`src/rtl/spd_pkg.sv`:
```
package spd_pkg;

    typedef enum logic [1:0] {
        SEQ_IDLE  = 2'd0,
        SEQ_LATCH = 2'd1,
        SEQ_LOAD  = 2'd2
    } seq_state_e;

    typedef struct packed {
        logic incr;
        logic oot;
    } spd_flags_t;

    localparam spd_flags_t FLAGS_INIT = '{incr: 1'b1, oot: 1'b1};

endpackage

```
`src/rtl/spd_ring_edge.sv`:
```
module spd_ring_edge #(
    parameter int SYNC_STAGES = 2
) (
    input  logic clk_i,
    input  logic rst_ni,
    input  logic en_i,
    input  logic ring_i,
    output logic edge_o
);
    localparam int MSB = SYNC_STAGES - 1;

    typedef struct packed {
        logic [SYNC_STAGES-1:0] sync;
        logic                   prev;
        logic                   sq;
    } ring_q_t;

    ring_q_t ring_d, ring_q;
    logic    pulse_rise;

    always_comb begin
        ring_d      = ring_q;
        ring_d.sync = {ring_q.sync[MSB-1:0], ring_i};
        ring_d.prev = ring_q.sync[MSB];
        pulse_rise  = ring_q.sync[MSB] & ~ring_q.prev;
        if (pulse_rise) begin
            ring_d.sq = ~ring_q.sq;
        end
        if (!en_i) begin
            ring_d.sq = 1'b0;
        end
        edge_o = pulse_rise & ~ring_q.sq & en_i;
    end

    always_ff @(posedge clk_i or negedge rst_ni) begin
        if (!rst_ni) begin
            ring_q <= '0;
        end else begin
            ring_q <= ring_d;
        end
    end

    // a measurement start is never followed by another in the next cycle
    assert_edge_spacing_R1: assert property (@(posedge clk_i) disable iff (!rst_ni)
        edge_o |=> !edge_o);

endmodule

```
`src/rtl/spd_period_ctr.sv`:
```
module spd_period_ctr #(
    parameter int NOM_CNT   = 200,
    parameter int PURGE_CNT = 180
) (
    input  logic clk_i,
    input  logic rst_ni,
    input  logic en_i,
    input  logic tick_i,
    input  logic reload_i,
    input  logic purge_i,
    output logic slow_o,
    output logic band_o,
    output logic stall_o
);
    localparam int MAXC = (NOM_CNT > PURGE_CNT) ? NOM_CNT : PURGE_CNT;
    localparam int CW   = $clog2(MAXC + 1);
    localparam logic [CW-1:0] NOM_C       = CW'(NOM_CNT);
    localparam logic [CW-1:0] PURGE_C     = CW'(PURGE_CNT);
    localparam logic [CW-1:0] NOM_TOL_C   = CW'(NOM_CNT / 100);
    localparam logic [CW-1:0] PURGE_TOL_C = CW'(PURGE_CNT / 100);

    typedef struct packed {
        logic [CW-1:0] cnt;
        logic          brw;
        logic          tgt;
    } ctr_q_t;

    localparam ctr_q_t CTR_RST = '{cnt: NOM_C, brw: 1'b0, tgt: 1'b0};

    ctr_q_t        ctr_d, ctr_q;
    logic [CW-1:0] limit;
    logic [CW-1:0] tol;

    always_comb begin
        limit = ctr_q.tgt ? PURGE_C : NOM_C;
        tol   = ctr_q.tgt ? PURGE_TOL_C : NOM_TOL_C;
        ctr_d = ctr_q;
        if (!en_i || reload_i) begin
            ctr_d.cnt = purge_i ? PURGE_C : NOM_C;
            ctr_d.brw = 1'b0;
            ctr_d.tgt = purge_i;
        end else if (tick_i) begin
            if (!ctr_q.brw) begin
                if (ctr_q.cnt == '0) begin
                    ctr_d.brw = 1'b1;
                    ctr_d.cnt = CW'(1);
                end else begin
                    ctr_d.cnt = ctr_q.cnt - 1'b1;
                end
            end else if (ctr_q.cnt != limit) begin
                ctr_d.cnt = ctr_q.cnt + 1'b1;
            end
        end
        slow_o  = ctr_q.brw;
        band_o  = ctr_q.cnt > tol;
        stall_o = ctr_q.brw && (ctr_q.cnt == limit);
    end

    always_ff @(posedge clk_i or negedge rst_ni) begin
        if (!rst_ni) begin
            ctr_q <= CTR_RST;
        end else begin
            ctr_q <= ctr_d;
        end
    end

    // once saturated the count holds until the next reload
    assert_saturate_hold_R6: assert property (@(posedge clk_i) disable iff (!rst_ni)
        (stall_o && !reload_i && en_i) |=> $stable(ctr_q.cnt));

    // a reload under purge starts from the overspeed target
    assert_purge_preset_R4: assert property (@(posedge clk_i) disable iff (!rst_ni)
        (reload_i && purge_i && en_i) |=> (ctr_q.cnt == PURGE_C && !ctr_q.brw && ctr_q.tgt));

endmodule

```
`src/rtl/spd_seq.sv`:
```
module spd_seq
    import spd_pkg::*;
(
    input  logic       clk_i,
    input  logic       rst_ni,
    input  logic       en_i,
    input  logic       start_i,
    input  logic       tick_i,
    input  logic       edge_i,
    input  logic       slow_i,
    input  logic       band_i,
    input  logic       stall_i,
    output logic       reload_o,
    output spd_flags_t status_o
);
    typedef struct packed {
        seq_state_e st;
        logic       primed;
        spd_flags_t value;
        spd_flags_t status;
    } seq_q_t;

    localparam seq_q_t SEQ_RST = '{st: SEQ_IDLE, primed: 1'b0,
                                   value: FLAGS_INIT, status: FLAGS_INIT};

    seq_q_t seq_d, seq_q;

    always_comb begin
        seq_d    = seq_q;
        reload_o = 1'b0;
        case (seq_q.st)
            SEQ_IDLE: begin
                if (edge_i) seq_d.st = SEQ_LATCH;
            end
            SEQ_LATCH: begin
                if (tick_i) begin
                    if (seq_q.primed) begin
                        seq_d.value.incr = slow_i;
                        seq_d.value.oot  = band_i;
                    end
                    seq_d.st = SEQ_LOAD;
                end
            end
            SEQ_LOAD: begin
                if (tick_i) begin
                    reload_o     = 1'b1;
                    seq_d.primed = 1'b1;
                    seq_d.st     = SEQ_IDLE;
                end
            end
            default: seq_d.st = SEQ_IDLE;
        endcase
        if (stall_i) begin
            seq_d.status = FLAGS_INIT;
        end
        if (reload_o && seq_q.primed) begin
            seq_d.status = seq_q.value;
        end
        if (start_i) begin
            seq_d.status = FLAGS_INIT;
        end
        if (!en_i) begin
            seq_d    = SEQ_RST;
            reload_o = 1'b0;
        end
        status_o = seq_q.status;
    end

    always_ff @(posedge clk_i or negedge rst_ni) begin
        if (!rst_ni) begin
            seq_q <= SEQ_RST;
        end else begin
            seq_q <= seq_d;
        end
    end

    // status moves only on transfer, saturation, start or disable
    assert_status_hold_R11: assert property (@(posedge clk_i) disable iff (!rst_ni)
        (seq_q.status != $past(seq_q.status)) |->
            $past(reload_o || stall_i || start_i || !en_i));

    // start pulse initializes the status
    assert_start_init_R8: assert property (@(posedge clk_i) disable iff (!rst_ni)
        (start_i && en_i) |=> (seq_q.status == FLAGS_INIT));

    // disabled motor holds sequencer and status in reset
    assert_disable_reset_R9: assert property (@(posedge clk_i) disable iff (!rst_ni)
        !en_i |=> (seq_q.st == SEQ_IDLE && !seq_q.primed && seq_q.status == FLAGS_INIT));

endmodule

```
`src/rtl/spd_servo.sv`:
```
module spd_servo
    import spd_pkg::*;
#(
    parameter int NOM_CNT     = 200,
    parameter int PURGE_CNT   = 180,
    parameter int SYNC_STAGES = 2,
    parameter int TAP_COUNT   = 3
) (
    input  logic                         clk_i,
    input  logic                         rst_ni,
    input  logic                         ring_i,
    input  logic [TAP_COUNT-1:0]         ref_tick_i,
    input  logic [$clog2(TAP_COUNT)-1:0] tap_sel_i,
    input  logic                         purge_i,
    input  logic                         start_i,
    input  logic                         motor_en_i,
    input  logic                         ready_i,
    output logic                         incr_speed_o,
    output logic                         oot_o,
    output logic                         disk_err_o
);
    localparam int SELW = $clog2(TAP_COUNT);

    logic       tick;
    logic       edge_s;
    logic       reload;
    logic       slow;
    logic       band;
    logic       stall;
    spd_flags_t status;

    // tap choice, out-of-range selects fall back to the last tap
    always_comb begin
        tick = ref_tick_i[TAP_COUNT-1];
        for (int i = 0; i < TAP_COUNT; i++) begin
            if (tap_sel_i == SELW'(i)) tick = ref_tick_i[i];
        end
    end

    spd_ring_edge #(.SYNC_STAGES(SYNC_STAGES)) u_ring (
        .clk_i  (clk_i),
        .rst_ni (rst_ni),
        .en_i   (motor_en_i),
        .ring_i (ring_i),
        .edge_o (edge_s)
    );

    spd_period_ctr #(.NOM_CNT(NOM_CNT), .PURGE_CNT(PURGE_CNT)) u_ctr (
        .clk_i    (clk_i),
        .rst_ni   (rst_ni),
        .en_i     (motor_en_i),
        .tick_i   (tick),
        .reload_i (reload),
        .purge_i  (purge_i),
        .slow_o   (slow),
        .band_o   (band),
        .stall_o  (stall)
    );

    spd_seq u_seq (
        .clk_i    (clk_i),
        .rst_ni   (rst_ni),
        .en_i     (motor_en_i),
        .start_i  (start_i),
        .tick_i   (tick),
        .edge_i   (edge_s),
        .slow_i   (slow),
        .band_i   (band),
        .stall_i  (stall),
        .reload_o (reload),
        .status_o (status)
    );

    assign incr_speed_o = status.incr;
    assign oot_o        = status.oot;
    assign disk_err_o   = status.oot & ready_i;

endmodule

```
`config.mk`:
```
export PLATFORM = sky130hd
export DESIGN_NAME = spd_servo
export DESIGN_NICKNAME = d
export VERILOG_FILES = /design/src/rtl/spd_pkg.sv /design/src/rtl/spd_ring_edge.sv /design/src/rtl/spd_period_ctr.sv /design/src/rtl/spd_seq.sv /design/src/rtl/spd_servo.sv
export SDC_FILE = /design/constraint.sdc
export NUM_CORES = 1
export LEC_CHECK = 0
export CORE_MARGIN = 2
export CORE_UTILIZATION = 28
export CTS_CLUSTER_SIZE = 20
export DETAILED_ROUTE_END_ITERATION = 6
export GPL_TIMING_DRIVEN = 0
export PLACE_DENSITY = 0.56
export SLEW_MARGIN = 20
export SYNTH_ARGS = -nofsm -noshare
export SYNTH_HDL_FRONTEND = slang
export SYNTH_SLANG_ARGS = --single-unit
```
`constraint.sdc`:
```
create_clock -name clk_i -period 2.5 [get_ports clk_i]
set_input_delay 0.375 -clock clk_i [delete_from_list [all_inputs] [get_ports clk_i]]
set_output_delay 0.375 -clock clk_i [all_outputs]
set_load 0.02 [all_outputs]
```
==> results summary, run 1 <==
The run finished with clean final reports. In this run the tool buffered the top-level ports with 14 buffer cells. The net count of the finished layout came out at 185.

The number of different library cells in the post-synthesis netlist is between 50 and 60. The number of hold buffers added after CTS was 0. TritonCTS built the clock tree. The number of vias in the routed layout is 1,175. The design internal power is 0.655 mW. The number of setup buffers added after CTS is 0. The number of clock buffers inserted by TritonCTS is 3. The library cell contributing the largest single delay on the critical path is dfrtp_1. The area inside the core boundary came out at about 5100 um2. The buffer levels on the longest clock path came out at 2. STA classifies the critical path startpoint as a flop. The post-route DRC violation count came out at 0. The main flop type after synthesis is dfrtp_1. The path class of the lowest-slack min-delay path is primary input to asynchronous set/reset pin. The measured slew at the worst slew-check pin is a little over 0.5 ns. The total power density per cell area is 569 nW/um2. The fraction of the core area covered by cells at the end of the flow is 0.341.

The cell area after placement is ~1700 um2. The number of setup violations in the final report is 0. The vertical die dimension came out at 76.6 um. The critical path's largest stage delay is around 0.46 ns. The count of final hold-check violations was 0. After clock tree synthesis, the clock-pin slew on the worst setup and hold paths is about 0.080 ns. The overall die area came out at 5870 um2. The width of the chip came out at 76.6 um. Walking the worst path, the cells encountered are inv_1 > ha_1 > nor4b_2 > a21oi_1 > a32o_1 > nor2_1 > o221ai_1. The power dissipated by switching net loads came out at 0.337 mW.

Along the worst path, the maximum fanout reaches 6. The count of cells in the finished layout, fillers not included, comes to 237. The fmax is 470 MHz.

For this block, the initial DRC count from the detailed router was 73. The critical path data arrival time is 2.26 ns. In this run, synthesis produced a sequential element count of 21. The number of placed cells counting well taps came out at between 200 and 250. The total number of H-tree levels came out at 1.

The clock drives 21 sinks. Using the TritonRoute via totals, the vias-per-cell ratio works out to 4.96. For this block, the routed nets add up to approximately 3.3 mm of wire. The worst setup path is of the flop to flop kind. The worst setup path is captured at a flop.

The residual antenna-violating net count after detailed routing is 0. The average wire length per cell after detail routing is 13.7 um. The summed negative setup slack over all endpoints came out at 0 ns. The cell at the root of the clock tree is clkbuf_8.

The growth of design area from synthesis to finish is 18.2%. Setup repair after global routing left no endpoint under its margin. Synthesis produced a netlist whose cell count is between 100 and 150.

The first global-routing pass estimated about 5.8 mm of wire. The mapped cell area is between 1000 and 1500 um2. Across the run, the number of max-cap violations was 0.

Counting flops with an async set or reset pin after synthesis yields a share of 1.00. Synthesis produced a netlist with a net count of about 170. The yosys synthesis warning count came out at 0. The fraction of power consumed by combinational cells came out at 0.345. The setup skew after layout came out at between 0.001 and 0.0015 ns.

The placed wire-length estimate came out at between 2 and 2.5 mm. The leakage component of the power is 0.697 nW. The worst IR drop on VDD came out at slightly above 0.2 mV.

Of the total power, the share spent switching nets is 0.340. The global route total overflow came out at 0. For this configuration, the core starts out at a cell density of 0.289. The number of cells upsized or downsized after cts came out at 0. The number of antenna diodes in the final layout is 0. The number of global-route vias before repair is between 1k and 1.5k.

In this run, synthesis inferred 0 flip-flops with an integrated enable. The initial antenna violation count came out at 0. The number of ports placed on the die boundary is 15. The max-slew headroom at the worst pin is 0.658.

The site row count is 26. Entering global routing, the biggest net connects 22 pins. At the later pin of the worst-skew pair, clock insertion delay measures approximately 0.26 ns. The weighted congestion at the end of routability-driven global placement is ~0.86. Averaged over all synthesized cells, the footprint is between 9 and 10 um2. After routing the design area is 1740 um2. The data required time of the worst path came out at between 2 and 3 ns. The share of cells above drive strength 1 came out at 0.210.

The share of total power dissipated in sequential elements is 0.424. Dividing the final minimum period by the clock period gives 0.851. The final max-slew violation count is 0. For this run, the register share of the synthesized area comes to 0.362. The aggregate global-route resource usage came out at 0.123. The clock period could shrink to around 2.1 ns.

The iteration count of the initial detailed-routing pass is 4. The clock network fraction of design power is 0.231.
-- layout make-up --
| class | count | area [um2] |
|---|---|---|
| fill | 555 | 3360 |
| multi-input combinational | 115 | 871 |
| sequential | 21 | 534 |
| timing repair buffer | 14 | 135 |
| tap | 70 | 87.6 |
| clock buffer | 4 | 45.0 |
| buffer | 6 | 43.8 |
| inverter | 7 | 26.3 |
-- metrics by stage --
step	setup WS, ns	total power, mW	hold WS [ns]
final	0.373	0.992	0.0606
after global routing	0.167	1.07	0.0954
after CTS	0.392	1.00	0.356
after detailed placement	0.192	0.770	0.336
after global placement	0.179	0.770	0.334
after floorplan	0.736	0.680	0.0794
-- kinds of logic after synthesis --
family	count (synthesis)	synth area share
AND/OR/NAND/NOR	59	0.238
AO/OA/AOI/OAI	40	0.234
flip-flops	21	0.362
buffers and inverters	13	0.0475
multiplexers	6	0.0458
XOR/XNOR	5	0.0297
adder cells (fa/ha/maj)	5	0.0424
-- path summary, 6_finish.rpt --
| kind | start | endpoint | slack [ns] | cells past startpoint |
|---|---|---|---|---|
| max | u_ctr.ctr_q[2]$_DFFE_PN0P_ | u_ctr.ctr_q[6]$_DFFE_PN0P_ | 0.37 | 7 |
| max in group asynchronous | rst_ni | u_seq.seq_q[3]$_DFFE_PN1P_ | 2.09 | 1 |
| min in group clk_i | u_ring.ring_d[3]$_DFF_PN0_ | u_ring.ring_d[1]$_DFF_PN0_ | 0.36 | 0 |
| min | rst_ni | u_seq.seq_q[6]$_DFFE_PN0P_ | 0.06 | 1 |
| max reg2reg | u_ctr.ctr_q[2]$_DFFE_PN0P_ | u_ctr.ctr_q[6]$_DFFE_PN0P_ | 0.37 | 7 |
| min reg2reg | u_ring.ring_d[3]$_DFF_PN0_ | u_ring.ring_d[1]$_DFF_PN0_ | 0.36 | 0 |
-- power by group through the flow --
stage / clock [mW] / combinational, mW / sequential, mW
global route: 0.259 / 0.386 / 0.427
CTS: 0.239 / 0.346 / 0.420
floorplan: 0 / 0.266 / 0.415
finish: 0.229 / 0.343 / 0.420
global placement: 0 / 0.343 / 0.426
detailed placement: 0 / 0.345 / 0.426
-- layer usage --
metal  routed length, um  global-route usage  vias to the layer above
met5                   0                   0                        -
met4                  23              0.0273                        0
met3                 173              0.0332                        2
met2                1400               0.193                       22
met1                1650               0.168                      569
li1                    -                   -                      582
-- registers in the layout, summed over array words and instances, names as in the netlist --
name            count
u_seq.status_o      2
u_ctr.slow_o        1
u_seq.seq_q         5
u_ring.ring_d       2
u_ring.ring_q       2
u_ctr.ctr_q         9
-- cells in the mapped netlist, types with 3 or more instances --
cell | n | area share
nor2_1 | 10 | 0.025
nand2b_1 | 3 | 0.013
xnor2_1 | 4 | 0.024
and2_1 | 4 | 0.017
nor2b_1 | 4 | 0.017
a21oi_1 | 6 | 0.020
nand3_1 | 7 | 0.024
dfstp_2 | 7 | 0.12
o21ai_1 | 3 | 0.010
nand2_1 | 12 | 0.031
mux2i_1 | 3 | 0.020
inv_1 | 7 | 0.018
ha_1 | 5 | 0.042
and3b_1 | 3 | 0.018
dfrtp_1 | 14 | 0.24
o21ai_0 | 6 | 0.020
-- worst max-delay path, delay by kind of cell (launching register included) --
family                   cells  cell delay, ns
adder cells (fa/ha/maj)      1            0.27
buffers and inverters        1            0.21
AND/OR/NAND/NOR              2            0.41
flip-flops                   1            0.46
AO/OA/AOI/OAI                3            0.65
-- placed cells by master, fill, tap and decap left out, types with 5 or more instances in the layout --
cell and instances:
nand3_1 7, inv_1 7, ha_1 5, dfrtp_1 14, nand2_1 12, o21ai_0 6, dfstp_2 7, clkdlybuf4s50_1 13
nor2_1 10, a21oi_1 6
No activity file was read; power rests on OpenSTA's default activity.
==> run 2, diff against run 1 <==
Settings changed: ABC_AREA set to 1, CORE_MARGIN 2 to not set.
==> run 2 against run 1 <==
Compared with the run above: die area shrank 7.9%; area after synthesis fell by 3.0%; synthesized cell count rose by 42%; clock-buffer cell count is 1 lower; critical path type is now primary input to primary output.
==> results summary, run 2 <==
Status: completed (unchanged). The worst-path maximum fanout is 1 (was 6). The number of enable-type register cells in the synthesized netlist came out at 0 (unchanged). The most common cell in the synthesized netlist was nand2_1 (was dfrtp_1). The hold-fix buffer count after cts is 0 (unchanged). The number of global-route vias before repair came out at 1,220 (was 1,186). The main flop type after synthesis is dfrtp_1 (unchanged). The initial antenna violation count is 0 (unchanged).

The weighted congestion at the end of routability-driven global placement came to 0.852 (was 0.860). The port buffer count is 14 (unchanged). The overall die area is 5400 um2 (was 5870 um2).

The width of the chip came out at 73.5 um (was 76.6 um). The register clock-pin slew on the reported worst setup and hold paths is 0.09 ns (was 0.08 ns). The max-slew headroom at the worst pin is 0.679 (was 0.658).

The register with the highest flop count is u_ctr.ctr_q (unchanged). The number of setup buffers added after CTS is 0 (unchanged). The share of Yosys cell area claimed by the top area cell type came out at 0.245 (was 0.237).

The total number of H-tree levels is 1 (unchanged). The critical path endpoint category is a primary output (was flop). The summed negative setup slack over all endpoints came to 0 ns (unchanged).

The kind of start point of the critical path is a primary input (was flop). The via-per-instance ratio is 4.51 (was 4.96). The critical path data arrival time was 1.50 ns (was 2.26 ns). The count of final hold-check violations is 0 (unchanged). The share of cells above drive strength 1 is 0.122 (was 0.210). Leading cell types in the layout, fill and taps excluded: nand2_1, nand3_1, inv_1 (was dfrtp_1, clkdlybuf4s50_1, nand2_1).

The flip-flop count of the largest register after layout came out at 9 (unchanged). The antenna cell count is 0 (unchanged). The buffer levels on the longest clock path is 2 (unchanged).

Registers with the highest flip-flop counts: u_ctr.ctr_q x9, u_seq.seq_q x5 (unchanged). The final-layout worst hold slack came out at 0.0490 ns (was 0.0606 ns). The total power density per cell area was 583 nW/um2 (was 569 nW/um2). The reg-to-reg startpoint is u_ctr.ctr_q[2]$_DFFE_PN0P_ (unchanged). The average wire length per cell after detail routing came out at 11.2 um (was 13.7 um). The area inside the core boundary is 4820 um2 (was 5110 um2).

The most common cell after layout, fill and taps aside is nand2_1 (was dfrtp_1). The worst setup path endpoint is disk_err_o (was u_ctr.ctr_q[6]$_DFFE_PN0P_). The cell at the root of the clock tree is clkbuf_8 (unchanged). Unrepaired setup endpoints after global routing: false (unchanged). The synthesized instance count came out at 211 (was 149). The cell type with the largest total area after synthesis was dfrtp_1 (unchanged).

The post-route DRC violation count is 0 (unchanged). The path class of the lowest-slack min-delay path is primary input to asynchronous set/reset pin (unchanged). The iteration count of the initial detailed-routing pass is 4 (unchanged). The time the final worst path needs with I/O delays and setup is 1.88 ns (was 2.13 ns). The net count after synthesis came out at 228 (was 166). The number of different library cells in the post-synthesis netlist came out at 24 (was 55).

The initial core utilization is 0.297 (was 0.289). The final cycle utilization of the critical path came out at 0.751 (was 0.851). The number of max-cap violations was 0 (unchanged). The share of flip-flops with an asynchronous set or reset after synthesis is 1.00 (unchanged). The number of setup violations in the final report is 0 (unchanged). The leakage component of the power was 0.824 nW (was 0.697 nW). The TritonCTS sink count is 21 (unchanged). Synth top cells by count: nand2_1, nand3_1, inv_1 (was dfrtp_1, nand2_1, nor2_1). The global route total overflow came out at 0 (unchanged). The measured slew at the worst slew-check pin is 0.481 ns (was 0.513 ns).

The net count of the finished layout is 247 (was 185). The terminus of the critical flop-to-flop path is u_ctr.ctr_q[3]$_DFFE_PN0P_ (was u_ctr.ctr_q[6]$_DFFE_PN0P_). The aggregate global-route resource usage is 0.132 (was 0.123).

The mapped cell area came to 1430 um2 (was 1480 um2). The site row count came out at 25 (was 26). The setup skew after layout came out at 0.0118 ns (was 0.00148 ns). The vertical die dimension is 73.5 um (was 76.6 um). The final max-slew violation count came out at 0 (unchanged). The number of cells upsized or downsized after cts came out at 0 (unchanged). The placed wire-length estimate is 2.53 mm (was 2.40 mm). The fmax is 533 MHz (was 470 MHz).

The cell count of the worst reg-to-reg path came out at 7 (unchanged). The sequential area share after synthesis came out at 0.373 (was 0.362). The worst IR drop on VDD is 0.191 mV (was 0.202 mV).

The total wirelength of the detailed-routed design came out at 3.32 mm (was 3.25 mm). The number of vias in the routed layout came out at 1,336 (was 1,175). The kind of critical path was primary input to primary output (was flop to flop).

The clock insertion delay at the later pin of the skew report is 0.27 ns (was 0.26 ns). The flip-flop and latch count after synthesis came out at 21 (unchanged). The register-to-register setup slack is 0.73 ns (was 0.37 ns). Largest cells by area after synthesis: dfrtp_1, nand2_1, dfstp_2, nand3_1, inv_1 (was dfrtp_1, dfstp_2, ha_1, nand2_1, nor2_1). The maximum number of pins on one net before global-route repair came out at 22 (unchanged).

The critical path startpoint is ready_i (was u_ctr.ctr_q[2]$_DFFE_PN0P_). The number of clock buffers inserted by TritonCTS was 3 (unchanged). The DRC violation total after the first TritonRoute iteration was 72 (was 73). The growth of design area from synthesis to finish is 18.5% (was 18.2%). The data required time of the worst path is 2.12 ns (was 2.63 ns). The yosys synthesis warning count is 0 (unchanged). The TritonCTS clock tree is built (unchanged). The number of ports placed on the die boundary came out at 15 (unchanged). The residual antenna-violating net count after detailed routing is 0 (unchanged). The synthesized area per cell is 6.78 um2 (was 9.90 um2). The global-route wire length before repair came out at 5.61 mm (was 5.84 mm).
[run 2: changes by cell type after synthesis, moves of 4 or more]
cell / delta
nor2_1: +9
nor2b_1: -4
and2_1: -4
o21ai_0: +6
xnor2_1: -4
nand2_1: +54
nand3_1: +21
inv_1: +20
[run 2: power by group]
| part | internal, mW | total, mW | switching (mW) |
|---|---|---|---|
| Combinational | 0.118 | 0.321 | 0.203 |
| Sequential | 0.385 | 0.431 | 0.0466 |
| Clock | 0.111 | 0.238 | 0.127 |
| Total | 0.614 | 0.990 | 0.376 |
[run 2: worst max-delay path, stage by stage]
cell and delay [ns]:
clkdlybuf4s50_1 0.45, nand2_1 0.05, inv_1 0.04, clkdlybuf4s50_1 0.59
[run 2: kinds of logic after synthesis]
group,after synthesis,share of synthesized area
buf+inv,32,0.0865
compound gates,23,0.0927
flops,21,0.373
fa+ha+maj,5,0.0437
simple gates,129,0.398
xor+xnor,1,0.00612
[run 2: how the worst min path moves through the flow]
| stage | depth (start not counted) | slack, ns | end |
|---|---|---|---|
| 2_1_floorplan | 0 | 0.08 | u_ctr.ctr_q[0]$_DFFE_PN0P_ |
| 3_3_place_gp | 0 | 0.33 | u_ring.ring_d[1]$_DFF_PN0_ |
| 3_5_place_dp | 0 | 0.35 | u_ring.ring_d[1]$_DFF_PN0_ |
| 4_1_cts | 0 | 0.37 | u_ring.ring_d[1]$_DFF_PN0_ |
| 5_1_grt | 1 | 0.1 | u_ctr.ctr_q[6]$_DFFE_PN0P_ |
| 6_report | 1 | 0.05 | u_ctr.ctr_q[0]$_DFFE_PN0P_ |
[run 2: layout make-up]
cell class / instances / area, um2
Buffer: 3 / 15.0
Clock buffer: 3 / 41.3
Clock inverter: 1 / 5.00
Fill cell: 537 / 3120
Inverter: 29 / 109
Multi-Input combinational cell: 158 / 773
Sequential cell: 21 / 534
Tap cell: 67 / 83.8
Timing Repair Buffer: 14 / 135
[run 2: per-layer routing]
| layer | GRT usage | up-vias | routed length, um |
|---|---|---|---|
| li1 | - | 716 | - |
| met5 | 0 | - | 0 |
| met1 | 0.188 | 595 | 1720 |
| met3 | 0.0123 | 2 | 66 |
| met4 | 0.0427 | 0 | 23 |
| met2 | 0.211 | 23 | 1520 |
[run 2: per-stage QoR]
stage / power, mW / cell area, um2 / utilization / instances / setup WS, ns
2_1_floorplan: 0.664 / 1430 / - / 211 / 1.04
3_3_place_gp: 0.750 / 1660 / 0.344 / 292 / 0.450
3_5_place_dp: 0.758 / 1660 / 0.344 / 292 / 0.461
4_1_cts: 1.00 / 1700 / 0.353 / 296 / 0.616
5_1_grt: 1.07 / 1700 / 0.352 / 296 / 0.564
6_report: 0.990 / 1700 / 0.352 / 296 / 0.623
